==> src/rtl/mfx_pkg.sv <==
package mfx_pkg;

    typedef enum logic [2:0] {
        ST_IDLE,
        ST_DELIM,
        ST_DATA,
        ST_CHECK,
        ST_END,
        ST_TAIL
    } tx_state_t;

    typedef enum logic {
        SYM_RAW,
        SYM_DATA
    } sym_kind_t;

    typedef struct packed {
        sym_kind_t kind;
        logic      lvl;
    } sym_t;

    localparam int        CRC_W    = 7;
    localparam logic [6:0] CRC_POLY = 7'h65;

    function automatic logic [CRC_W-1:0] crc_step(input logic [CRC_W-1:0] c, input logic d);
        logic fb;
        fb = c[CRC_W-1] ^ d;
        crc_step = {c[CRC_W-2:0], 1'b0} ^ (fb ? CRC_POLY : '0);
    endfunction

endpackage

==> src/rtl/mfx_crc7.sv <==
module mfx_crc7
    import mfx_pkg::*;
(
    input  logic             clk,
    input  logic             rst,
    input  logic             clr,
    input  logic             shift,
    input  logic             din,
    output logic [CRC_W-1:0] crc_q
);
    always_ff @(posedge clk) begin
        if (rst || clr)
            crc_q <= '0;
        else if (shift)
            crc_q <= crc_step(crc_q, din);
    end
endmodule

==> src/rtl/mfx_word_shift.sv <==
module mfx_word_shift #(
    parameter int WORD_W = 16,
    parameter int ADDR_W = 4
) (
    input  logic              clk,
    input  logic              rst,
    input  logic              start,
    input  logic              load,
    input  logic              shift,
    input  logic [WORD_W-1:0] buf_data,
    output logic [ADDR_W-1:0] buf_addr,
    output logic              cur_bit
);
    logic [WORD_W-1:0] sreg_q;
    logic [ADDR_W-1:0] addr_q;

    always_ff @(posedge clk) begin
        if (rst) begin
            sreg_q <= '0;
            addr_q <= '0;
        end else if (start) begin
            addr_q <= '0;
        end else if (load) begin
            sreg_q <= buf_data;
            addr_q <= addr_q + 1'b1;
        end else if (shift) begin
            sreg_q <= {sreg_q[WORD_W-2:0], 1'b0};
        end
    end

    assign buf_addr = addr_q;
    assign cur_bit  = sreg_q[WORD_W-1];
endmodule

==> src/rtl/mfx_manch_sym.sv <==
module mfx_manch_sym
    import mfx_pkg::*;
(
    input  sym_t sym,
    input  logic second_half,
    output logic level
);
    always_comb begin
        if (sym.kind == SYM_DATA)
            level = sym.lvl ^ second_half;
        else
            level = sym.lvl;
    end
endmodule

==> src/rtl/mfx_tx.sv <==
module mfx_tx
    import mfx_pkg::*;
#(
    parameter int WORD_W       = 16,
    parameter int MIN_BITS     = 16,
    parameter int MAX_BITS     = 256,
    parameter int BLK_BITS     = 64,
    parameter int DELIM_HALVES = 18,
    localparam int ADDR_W      = $clog2(MAX_BITS / WORD_W),
    localparam int LEN_W       = 3
) (
    input  logic                    clk,
    input  logic                    rst,
    input  logic                    half_en,
    input  logic                    tx_allow,
    input  logic                    send_req,
    input  logic                    frm_slave,
    input  logic [LEN_W-1:0]        len_code,
    input  logic [DELIM_HALVES-1:0] master_delim,
    input  logic [DELIM_HALVES-1:0] slave_delim,
    output logic [ADDR_W-1:0]       buf_addr,
    input  logic [WORD_W-1:0]       buf_data,
    output logic                    line_out,
    output logic                    busy,
    output logic                    done
);
    localparam int CNT_W     = $clog2(MAX_BITS + 1);
    localparam int BLK_W     = $clog2(BLK_BITS);
    localparam int SH_W      = $clog2(WORD_W);
    localparam int DC_W      = $clog2(DELIM_HALVES);
    localparam int CHK_W     = $clog2(CRC_W + 1);
    localparam int LEN_CODES = $clog2(MAX_BITS / MIN_BITS) + 1;

    tx_state_t             state_q;
    logic [DC_W-1:0]       dcnt_q;
    logic                  half_q;
    logic [CNT_W-1:0]      bits_q;
    logic [CNT_W-1:0]      len_bits_q;
    logic [BLK_W-1:0]      blk_q;
    logic [CHK_W-1:0]      chk_q;
    logic [DELIM_HALVES-1:0] delim_q;
    logic                  par_q;
    logic                  line_q;
    logic                  done_q;

    logic                  accept, step, data_end, word_end, frame_last, blk_last;
    logic                  delim_end, chk_end, crc_clr, ld_word, cur_bit;
    logic [CRC_W-1:0]      crc_q;
    logic [CRC_W:0]        chk_byte;
    sym_t                  sym;
    logic                  sym_level;

    assign accept     = (state_q == ST_IDLE) && send_req && tx_allow
                        && (int'(len_code) < LEN_CODES);
    assign step       = half_en && (state_q != ST_IDLE);
    assign data_end   = step && (state_q == ST_DATA) && half_q;
    assign word_end   = (bits_q[SH_W-1:0] == SH_W'(WORD_W - 1));
    assign frame_last = (bits_q == len_bits_q - 1'b1);
    assign blk_last   = (blk_q == BLK_W'(BLK_BITS - 1));
    assign delim_end  = step && (state_q == ST_DELIM) && (dcnt_q == DC_W'(DELIM_HALVES - 1));
    assign chk_end    = step && (state_q == ST_CHECK) && half_q && (chk_q == CHK_W'(CRC_W));
    assign crc_clr    = accept || chk_end;
    assign ld_word    = delim_end || (data_end && word_end && !frame_last);
    assign chk_byte   = {crc_q, par_q ^ (^crc_q)};

    mfx_crc7 u_crc (
        .clk   (clk),
        .rst   (rst),
        .clr   (crc_clr),
        .shift (data_end),
        .din   (cur_bit),
        .crc_q (crc_q)
    );

    mfx_word_shift #(
        .WORD_W (WORD_W),
        .ADDR_W (ADDR_W)
    ) u_shift (
        .clk      (clk),
        .rst      (rst),
        .start    (accept),
        .load     (ld_word),
        .shift    (data_end),
        .buf_data (buf_data),
        .buf_addr (buf_addr),
        .cur_bit  (cur_bit)
    );

    always_comb begin
        sym = '{kind: SYM_RAW, lvl: 1'b1};
        case (state_q)
            ST_DELIM: sym = '{kind: SYM_RAW,  lvl: delim_q[DELIM_HALVES-1]};
            ST_DATA:  sym = '{kind: SYM_DATA, lvl: cur_bit};
            ST_CHECK: sym = '{kind: SYM_DATA, lvl: chk_byte[CHK_W'(CRC_W) - chk_q]};
            ST_END:   sym = '{kind: SYM_RAW,  lvl: 1'b0};
            default:  sym = '{kind: SYM_RAW,  lvl: 1'b1};
        endcase
    end

    mfx_manch_sym u_sym (
        .sym         (sym),
        .second_half (half_q),
        .level       (sym_level)
    );

    always_ff @(posedge clk) begin
        if (rst) begin
            state_q    <= ST_IDLE;
            dcnt_q     <= '0;
            half_q     <= 1'b0;
            bits_q     <= '0;
            len_bits_q <= '0;
            blk_q      <= '0;
            chk_q      <= '0;
            delim_q    <= '0;
            par_q      <= 1'b0;
            line_q     <= 1'b1;
            done_q     <= 1'b0;
        end else begin
            done_q <= 1'b0;
            if (accept) begin
                state_q    <= ST_DELIM;
                dcnt_q     <= '0;
                half_q     <= 1'b0;
                bits_q     <= '0;
                blk_q      <= '0;
                chk_q      <= '0;
                par_q      <= 1'b0;
                len_bits_q <= CNT_W'(MIN_BITS) << len_code;
                delim_q    <= frm_slave ? slave_delim : master_delim;
            end else if (step) begin
                line_q <= sym_level;
                case (state_q)
                    ST_DELIM: begin
                        delim_q <= {delim_q[DELIM_HALVES-2:0], 1'b0};
                        dcnt_q  <= dcnt_q + 1'b1;
                        if (delim_end)
                            state_q <= ST_DATA;
                    end
                    ST_DATA: begin
                        half_q <= ~half_q;
                        if (half_q) begin
                            par_q  <= par_q ^ cur_bit;
                            bits_q <= bits_q + 1'b1;
                            blk_q  <= blk_q + 1'b1;
                            if (frame_last || blk_last) begin
                                state_q <= ST_CHECK;
                                blk_q   <= '0;
                                chk_q   <= '0;
                            end
                        end
                    end
                    ST_CHECK: begin
                        half_q <= ~half_q;
                        if (half_q) begin
                            chk_q <= chk_q + 1'b1;
                            if (chk_end) begin
                                par_q   <= 1'b0;
                                state_q <= (bits_q == len_bits_q) ? ST_END : ST_DATA;
                            end
                        end
                    end
                    ST_END: begin
                        half_q <= ~half_q;
                        if (half_q)
                            state_q <= ST_TAIL;
                    end
                    ST_TAIL: begin
                        state_q <= ST_IDLE;
                        done_q  <= 1'b1;
                    end
                    default: state_q <= ST_IDLE;
                endcase
            end
        end
    end

    assign line_out = line_q;
    assign busy     = (state_q != ST_IDLE);
    assign done     = done_q;
endmodule

==> config.mk <==
export PLATFORM = sky130hd
export DESIGN_NAME = mfx_tx
export DESIGN_NICKNAME = d
export VERILOG_FILES = /design/src/rtl/mfx_pkg.sv /design/src/rtl/mfx_crc7.sv /design/src/rtl/mfx_word_shift.sv /design/src/rtl/mfx_manch_sym.sv /design/src/rtl/mfx_tx.sv
export SDC_FILE = /design/constraint.sdc
export NUM_CORES = 1
export LEC_CHECK = 0
export CORE_ASPECT_RATIO = 1.1
export CORE_MARGIN = 2
export CORE_UTILIZATION = 25
export CTS_CLUSTER_DIAMETER = 30
export DETAILED_ROUTE_END_ITERATION = 10
export PLACE_DENSITY = 0.42
export SETUP_SLACK_MARGIN = 0.05
export SLEW_MARGIN = 20
export SYNTH_ARGS = -nofsm -noshare
export SYNTH_HDL_FRONTEND = slang
export SYNTH_HIERARCHICAL = 1
export SYNTH_SLANG_ARGS = --single-unit
==> constraint.sdc <==
create_clock -name clk -period 5.6 [get_ports clk]
set_input_delay 1.12 -clock clk [delete_from_list [all_inputs] [get_ports clk]]
set_output_delay 1.12 -clock clk [all_outputs]
set_load 0.05 [all_outputs]
# After elaboration in Yosys (flattened, before gate mapping)
# Cells that the tools add are included.
# totals
register_bits,84
latch_bits,0
ram_bits,0
romBits,0
output_inout_bits,7
elab_cells,125
mem_count,0
# classes
n_addsub,7
multipliers,0
div,0
order_cmp,2
eq_ne,23
n_shift,1
muxes,31
bitwise,8
reduce_logical,38
# ops
cell,n
$mux W18,4
$mux W16,2
$mux W3,10
$eq A9 B9 Y1,2
$ne A3 B3 Y1 const B,5
$reduce_and A7 Y1,2
$logic_and A1 B1 Y1,13
$pmux W3 S4,1
$ne A2 B2 Y1 const B,5
$reduce_and A2 Y1,5
$reduce_and A5 Y1,2
$add A9 B1 Y9 const B,1
$eq A3 B3 Y1 const B,3
$shl A5 B3 Y9 const A,1
$sub A9 B1 Y9 const B,1
$mux W1,8
$pmux W2 S4,1
$reduce_bool A2 Y1,4
$mux W7,1
$reduce_xor A7 Y1,1
$xor A7 B7 Y7,1
$add A6 B1 Y6 const B,1
$eq A3 B2 Y1 const B,2
$eq A6 B6 Y1 const B,1
24 further kinds,33

# Logic depth before layout (Yosys ltp)
# logic_depth
depth_word,10
depth_mapped,12
mapped_depth_nobuf,10

# Cells and area by module
# Netlist, hierarchy kept.
# by_module_without_submodules
module,instances,cells_each,area_each_um2
mfx_tx,1,376,3057.9
mfx_word_shift,1,87,1017.2
mfx_crc7,1,32,314.1
mfx_manch_sym,1,2,12.5

# Worst setup path after synthesis
# No wires, ideal clock.
# synth_timing
path_kind,input -> register
startpoint,input half_en
endpoint,register u_shift.sreg_q[11]
setup_ns,0.140
arrival_time_ns,2.659
required_time_ns,5.460
setup_slack_ns,2.801
path_stages,9
path_cell_list,nand4b_1 nand2b_1 inv_1 buf_2 nand2_1 o21ai_0 buf_4 mux2i_1 a211oi_2
# synth_via
elab_chain_cells,8
elab_cells_between_ends,11
cone_classes,mux: 1; reduce/logical: 10
# synth_lines
element,line_no,source
"start, declared",mfx_tx.sv:14,"input logic half_en,"
$logic_and A1 B1 Y1 *,mfx_tx.sv:55,assign step = half_en && (state_q != ST_IDLE);
$logic_and A1 B1 Y1 * (2 in a row),mfx_tx.sv:56,assign data_end = step && (state_q == ST_DATA) && half_q;
via data_end,mfx_tx.sv:46,"logic accept, step, data_end, word_end, frame_last, blk_last;"
$logic_and A1 B1 Y1 * (2 in a row),mfx_tx.sv:63,assign ld_word = delim_end || (data_end && word_end && !frame_last);
$logic_or A1 B1 Y1 *,mfx_tx.sv:63,
via ld_word,mfx_tx.sv:47,"logic delim_end, chk_end, crc_clr, ld_word, cur_bit;"
$reduce_bool A2 Y1 (no line),--,
$reduce_and A2 Y1 (no line),--,
"end signal, assigned",mfx_word_shift.sv:24,sreg_q <= buf_data;
"end signal, assigned",mfx_word_shift.sv:27,"sreg_q <= {sreg_q[WORD_W-2:0], 1'b0};"
"end, declared",mfx_word_shift.sv:14,logic [WORD_W-1:0] sreg_q;
# The timed path passes the listed nets; every way through them passes the cells marked *.
# A chain may end at the register's enable or synchronous reset.

# Worst setup path in the final report
# layout_timing
startpoint,input half_en
endpoint,register u_shift.sreg_q[3]
# layout_via
elab_chain_cells,8
elab_cells_between_ends,11
cone_classes,mux: 1; reduce/logical: 10
# layout_lines
element,line_no
$logic_and A1 B1 Y1 *,mfx_tx.sv:55
$logic_and A1 B1 Y1 (2 in a row),mfx_tx.sv:56
$logic_and A1 B1 Y1 (2 in a row),mfx_tx.sv:63
$logic_or A1 B1 Y1 *,mfx_tx.sv:63
via ld_word,mfx_tx.sv:47
$reduce_bool A2 Y1 (no line),--
$reduce_and A2 Y1 (no line),--
# Marks and branches as above.

==> impl_metrics.prom <==
# TYPE chip_impl_metric gauge
chip_impl_metric{name="layout_worst_path_cycle_share",unit="%"} 73.3
chip_impl_metric{name="place_ws",unit="ps"} 1160
chip_impl_metric{name="share_of_synthesized_registers_carrying_an_async_set_or_reset",unit="%"} 0
chip_impl_metric{name="least_setup_slack_across_all_paths_after_layout",unit="ps"} 1490
chip_impl_metric{name="i_o_pin_cnt",unit=""} 68
chip_impl_metric{name="critical_path_buf_inv_count",unit=""} 4
chip_impl_metric{name="cp.required",unit="ps"} 5860
chip_impl_metric{name="unique_masters_post_synth",unit=""} 58
chip_impl_metric{name="final_period_minus_worst_setup_slack",unit="ps"} 4110
chip_impl_metric{name="worst_setup_hold_path_clk_slew",unit="ps"} 60
chip_impl_info{name="rsz0062_at_grt",value="no"} 1
chip_impl_metric{name="floorplan.die.width",unit="um"} 131
chip_impl_metric{name="grt_pass1_vias",unit=""} 3583
chip_impl_metric{name="power_density",unit="nW/um^2"} 250
chip_impl_metric{name="hold-path-cell-count",unit=""} 2
chip_impl_metric{name="critical_path_cell_count",unit=""} 11
chip_impl_metric{name="routability_driven_placement_congestion_ratio",unit=""} 0.695
chip_impl_metric{name="fmaxAchievable",unit="GHz"} 0.244
chip_impl_metric{name="first_iter_violations",unit=""} 241
chip_impl_info{name="timing.critical_path.max_delay_family",value="buffers and inverters"} 1
chip_impl_info{name="clock_tree_root_buffer_cell",value="sky130_fd_sc_hd__clkbuf_16"} 1
chip_impl_metric{name="placement_rows",unit=""} 50
chip_impl_metric{name="critPathArrivalTime",unit="ps"} 4360
chip_impl_metric{name="max_slew.worst_pin.slew",unit="ps"} 693
chip_impl_metric{name="worst_vdd_drop",unit="uV"} 133
chip_impl_metric{name="postSynthCellCount",unit=""} 497
chip_impl_info{name="critical_path.most_common_cell",value="sky130_fd_sc_hd__buf_4"} 1
chip_impl_metric{name="crit_fanout",unit=""} 31
chip_impl_metric{name="drt_pre_antenna_iters",unit=""} 4
chip_impl_metric{name="max_slew_margin",unit="%"} 53.8
chip_impl_info{name="critical-path-slowest-cell",value="sky130_fd_sc_hd__clkdlybuf4s50_1"} 1
chip_impl_metric{name="worst_skew_pair.late_latency",unit="ps"} 330
chip_impl_metric{name="report.final.slew_viol_count",unit=""} 0
chip_impl_info{name="worst_setup_path_start_kind",value="input port"} 1
chip_impl_metric{name="vias",unit=""} 3740
chip_impl_metric{name="synth_area",unit="um^2"} 4400
chip_impl_metric{name="comb_power_share",unit="%"} 8.5
chip_impl_metric{name="cts_resized",unit=""} 0
chip_impl_metric{name="die-area",unit="um^2"} 18700
chip_impl_info{name="cts_tree",value="built"} 1
chip_impl_metric{name="post_route_cells_drive_above_1_share",unit="%"} 11.6
chip_impl_metric{name="setup_viol_count_final",unit=""} 0
chip_impl_metric{name="dp_hpwl",unit="um"} 7550
chip_impl_info{name="cp_cell_sequence",value="clkdlybuf4s50_1, nand4b_1, nand2b_1, inv_1, buf_4, nand2_1, o21ai_2, buf_4, o21ba_4, nor2_1, a211oi_2"} 1
chip_impl_metric{name="postCtsHoldBufs",unit=""} 0
chip_impl_metric{name="cts-buffers-inserted",unit=""} 9
chip_impl_info{name="crit_type",value="in2reg"} 1
chip_impl_info{name="status",value="complete, no violations"} 1
chip_impl_metric{name="pin_count_of_the_biggest_net_entering_global_routing",unit=""} 56
chip_impl_metric{name="ys_seq_area_share",unit="%"} 36.4
chip_impl_metric{name="finalHoldViolations",unit=""} 0
chip_impl_metric{name="design.core.area",unit="um^2"} 17100
chip_impl_metric{name="post-route-drc-count",unit=""} 0
chip_impl_info{name="yosys_most_used_dff",value="sky130_fd_sc_hd__dfxtp_1"} 1
chip_impl_metric{name="grt_remaining_overflow",unit=""} 0
chip_impl_metric{name="yosysWarnings",unit=""} 6
chip_impl_metric{name="synth-edff-count",unit=""} 0
chip_impl_metric{name="number_of_antenna_violations_at_the_first_check_in_global_routing",unit=""} 0
chip_impl_metric{name="p_sw",unit="mW"} 0.293
chip_impl_metric{name="chipHeight",unit="um"} 143
chip_impl_metric{name="grt_first_pass_wirelength",unit="um"} 17900
chip_impl_metric{name="port-buffer-count",unit=""} 67
chip_impl_metric{name="timing.clock.skew",unit="ps"} 6.39
chip_impl_metric{name="tns",unit="ps"} 0
chip_impl_metric{name="synth_fp_nets",unit=""} 567
chip_impl_info{name="setup.worst_path.end_class",value="flip-flop"} 1
chip_impl_metric{name="clkSinkCount",unit=""} 80
chip_impl_metric{name="detail_route.vias_per_cell",unit=""} 4.76
chip_impl_metric{name="wl",unit="um"} 10900
chip_impl_metric{name="worstRegToRegCells",unit=""} 10
chip_impl_metric{name="holdWs",unit="ps"} 466
chip_impl_metric{name="post_drt_wl_per_cell",unit="um"} 13.8
chip_impl_metric{name="globalRouteTotalUtil",unit="%"} 11.9
chip_impl_metric{name="report.power.total",unit="mW"} 1.38
chip_impl_metric{name="final_util",unit="%"} 32.2
chip_impl_metric{name="worst_path_largest_cell_delay",unit="ps"} 680
chip_impl_metric{name="cellLeakagePower",unit="nW"} 1.75
chip_impl_metric{name="synth_seq_cells",unit=""} 80
chip_impl_metric{name="floorplan.initialDensity",unit="%"} 25.7
chip_impl_metric{name="antenna_cells_inserted",unit=""} 0
chip_impl_metric{name="clkPwrFrac",unit="%"} 48.9
chip_impl_metric{name="area.growth.synth_to_final",unit="%"} 25.4
chip_impl_metric{name="p_int",unit="mW"} 1.09
chip_impl_metric{name="synth.avg_cell_area",unit="um^2"} 8.86
chip_impl_info{name="hold_path_class",value="reg2reg"} 1
chip_impl_metric{name="net_total_in_the_final_layout",unit=""} 617
chip_impl_metric{name="htreeDepth",unit=""} 3
chip_impl_metric{name="netSwitchingFraction",unit="%"} 21.2
chip_impl_metric{name="postCtsSetupBuffers",unit=""} 0
chip_impl_metric{name="routed_antenna_nets",unit=""} 0
chip_impl_metric{name="cts_max_path_buffers",unit=""} 2
chip_impl_metric{name="register_share_of_total_power",unit="%"} 42.6
chip_impl_metric{name="maxCapViolCount",unit=""} 0
## cells in the final DEF, fill, tap and decap left out, types with 4 or more instances in the layout
cell                              count
sky130_fd_sc_hd__dfxtp_1             80
sky130_fd_sc_hd__nand2_1             65
sky130_fd_sc_hd__clkdlybuf4s50_1     65
sky130_fd_sc_hd__nor2_1              30
sky130_fd_sc_hd__mux2i_1             20
sky130_fd_sc_hd__nand3_1             19
sky130_fd_sc_hd__xnor2_1             18
sky130_fd_sc_hd__a21oi_1             18
sky130_fd_sc_hd__a311oi_1            17
sky130_fd_sc_hd__nor2b_1             16
sky130_fd_sc_hd__a211oi_1            16
sky130_fd_sc_hd__nor3_1              15
sky130_fd_sc_hd__a211oi_2            15
sky130_fd_sc_hd__xor2_1              14
sky130_fd_sc_hd__nor2_2              14
sky130_fd_sc_hd__inv_1               12
sky130_fd_sc_hd__nand4_1             11
sky130_fd_sc_hd__ha_1                 9
sky130_fd_sc_hd__clkbuf_16            9
sky130_fd_sc_hd__o21ai_0              8
sky130_fd_sc_hd__nand2b_1             5
sky130_fd_sc_hd__nand4b_1             5
sky130_fd_sc_hd__buf_4                5
sky130_fd_sc_hd__and3_1               4
sky130_fd_sc_hd__mux2_2               4
sky130_fd_sc_hd__a22oi_1              4
## layout make-up
type	count	area (um^2)
fillers	1817	11600
multi-input cells	371	2540
flip-flops and latches	80	1600
repair buffers	72	698
well taps	234	293
clock buffers	12	246
clock inverters	3	90.1
inverters	13	48.8
## layer usage
layer  up-vias  routed length (um)  global-route usage [%]
li1       1885                   -                       -
met1      1764                5150                    16.6
met2        77                4950                    17.5
met3        14                 585                    3.71
met4         0                 172                    3.81
met5         -                   0                       0
## cell families (layout without fill, tap and decap cells)
group           Yosys count  count (layout)  synth area share, %
fa+ha+maj                 9               9                 2.56
mux                      25              25                 6.08
simple gates            203             203                 23.3
xor+xnor                 34              34                 7.39
buf+inv                  46             100                 5.97
flops                    80              80                 36.4
compound gates          100             100                 18.4
## final timing paths
kind | startpoint | end | slack (ps)
min reg2reg | delim_q[0]$_SDFFE_PP0P_ | delim_q[0]$_SDFFE_PP0P_ | 470
min | delim_q[0]$_SDFFE_PP0P_ | delim_q[0]$_SDFFE_PP0P_ | 470
max reg2reg | state_q[1]$_SDFFE_PP0P_ | u_shift/sreg_q[3]$_SDFFE_PP0P_ | 2310
max | half_en | u_shift/sreg_q[3]$_SDFFE_PP0P_ | 1490
## Yosys cell counts, types with 5 or more instances
cell type                   n  area (um^2)
sky130_fd_sc_hd__mux2i_1   20          200
sky130_fd_sc_hd__ha_1       9          113
sky130_fd_sc_hd__clkbuf_1  14         52.6
sky130_fd_sc_hd__inv_1     12         45.0
sky130_fd_sc_hd__xor2_1    14          123
sky130_fd_sc_hd__nor2b_1   16          100
sky130_fd_sc_hd__dfxtp_1   80         1600
sky130_fd_sc_hd__nand2_1   65          244
sky130_fd_sc_hd__nand4b_1   5         43.8
sky130_fd_sc_hd__buf_2      7         35.0
sky130_fd_sc_hd__o21ai_0    9         45.0
sky130_fd_sc_hd__nor3_1    15         75.1
sky130_fd_sc_hd__nand2b_1   5         31.3
sky130_fd_sc_hd__a21oi_1   18         90.1
sky130_fd_sc_hd__nand3_1   19         95.1
sky130_fd_sc_hd__xnor2_1   18          158
sky130_fd_sc_hd__a211oi_2  15          188
sky130_fd_sc_hd__nand4_1   11         68.8
sky130_fd_sc_hd__buf_4      5         37.5
sky130_fd_sc_hd__a311oi_1  17          149
sky130_fd_sc_hd__nor2_1    30          113
sky130_fd_sc_hd__nor2_2    14         87.6
sky130_fd_sc_hd__a211oi_1  16          120
## registers in the layout (all words and copies together), names as in the netlist
signal and cells:
delim_q 18, u_shift/sreg_q 16, bits_q 9, u_crc/crc_q 7, blk_q 6, dcnt_q 5
len_bits_q 5, u_shift/buf_addr 4, chk_q 3, state_q 3, done 1, half_q 1
line_out 1, par_q 1
## stage by stage
step | instance area (um^2) | instances
finish | 5520 | 785
global route | 5520 | 785
CTS | 5520 | 785
detailed placement | 5190 | 770
global placement | 5190 | 770
floorplan | 4400 | 497
## power groups by stage
stage	Combinational (mW)	Sequential, mW	Clock, mW
finish	0.118	0.588	0.674
floorplan	0.0641	0.597	0
detailed placement	0.119	0.600	0
global route	0.130	0.589	0.720
global placement	0.119	0.600	0
CTS	0.120	0.588	0.694
## tightest hold or removal path, cell delays in order, from the launching register on
cell and delay [ps]:
sky130_fd_sc_hd__dfxtp_1 310, sky130_fd_sc_hd__nand3_1 60, sky130_fd_sc_hd__a21oi_1 50
Power figures use the tool's default switching activity.
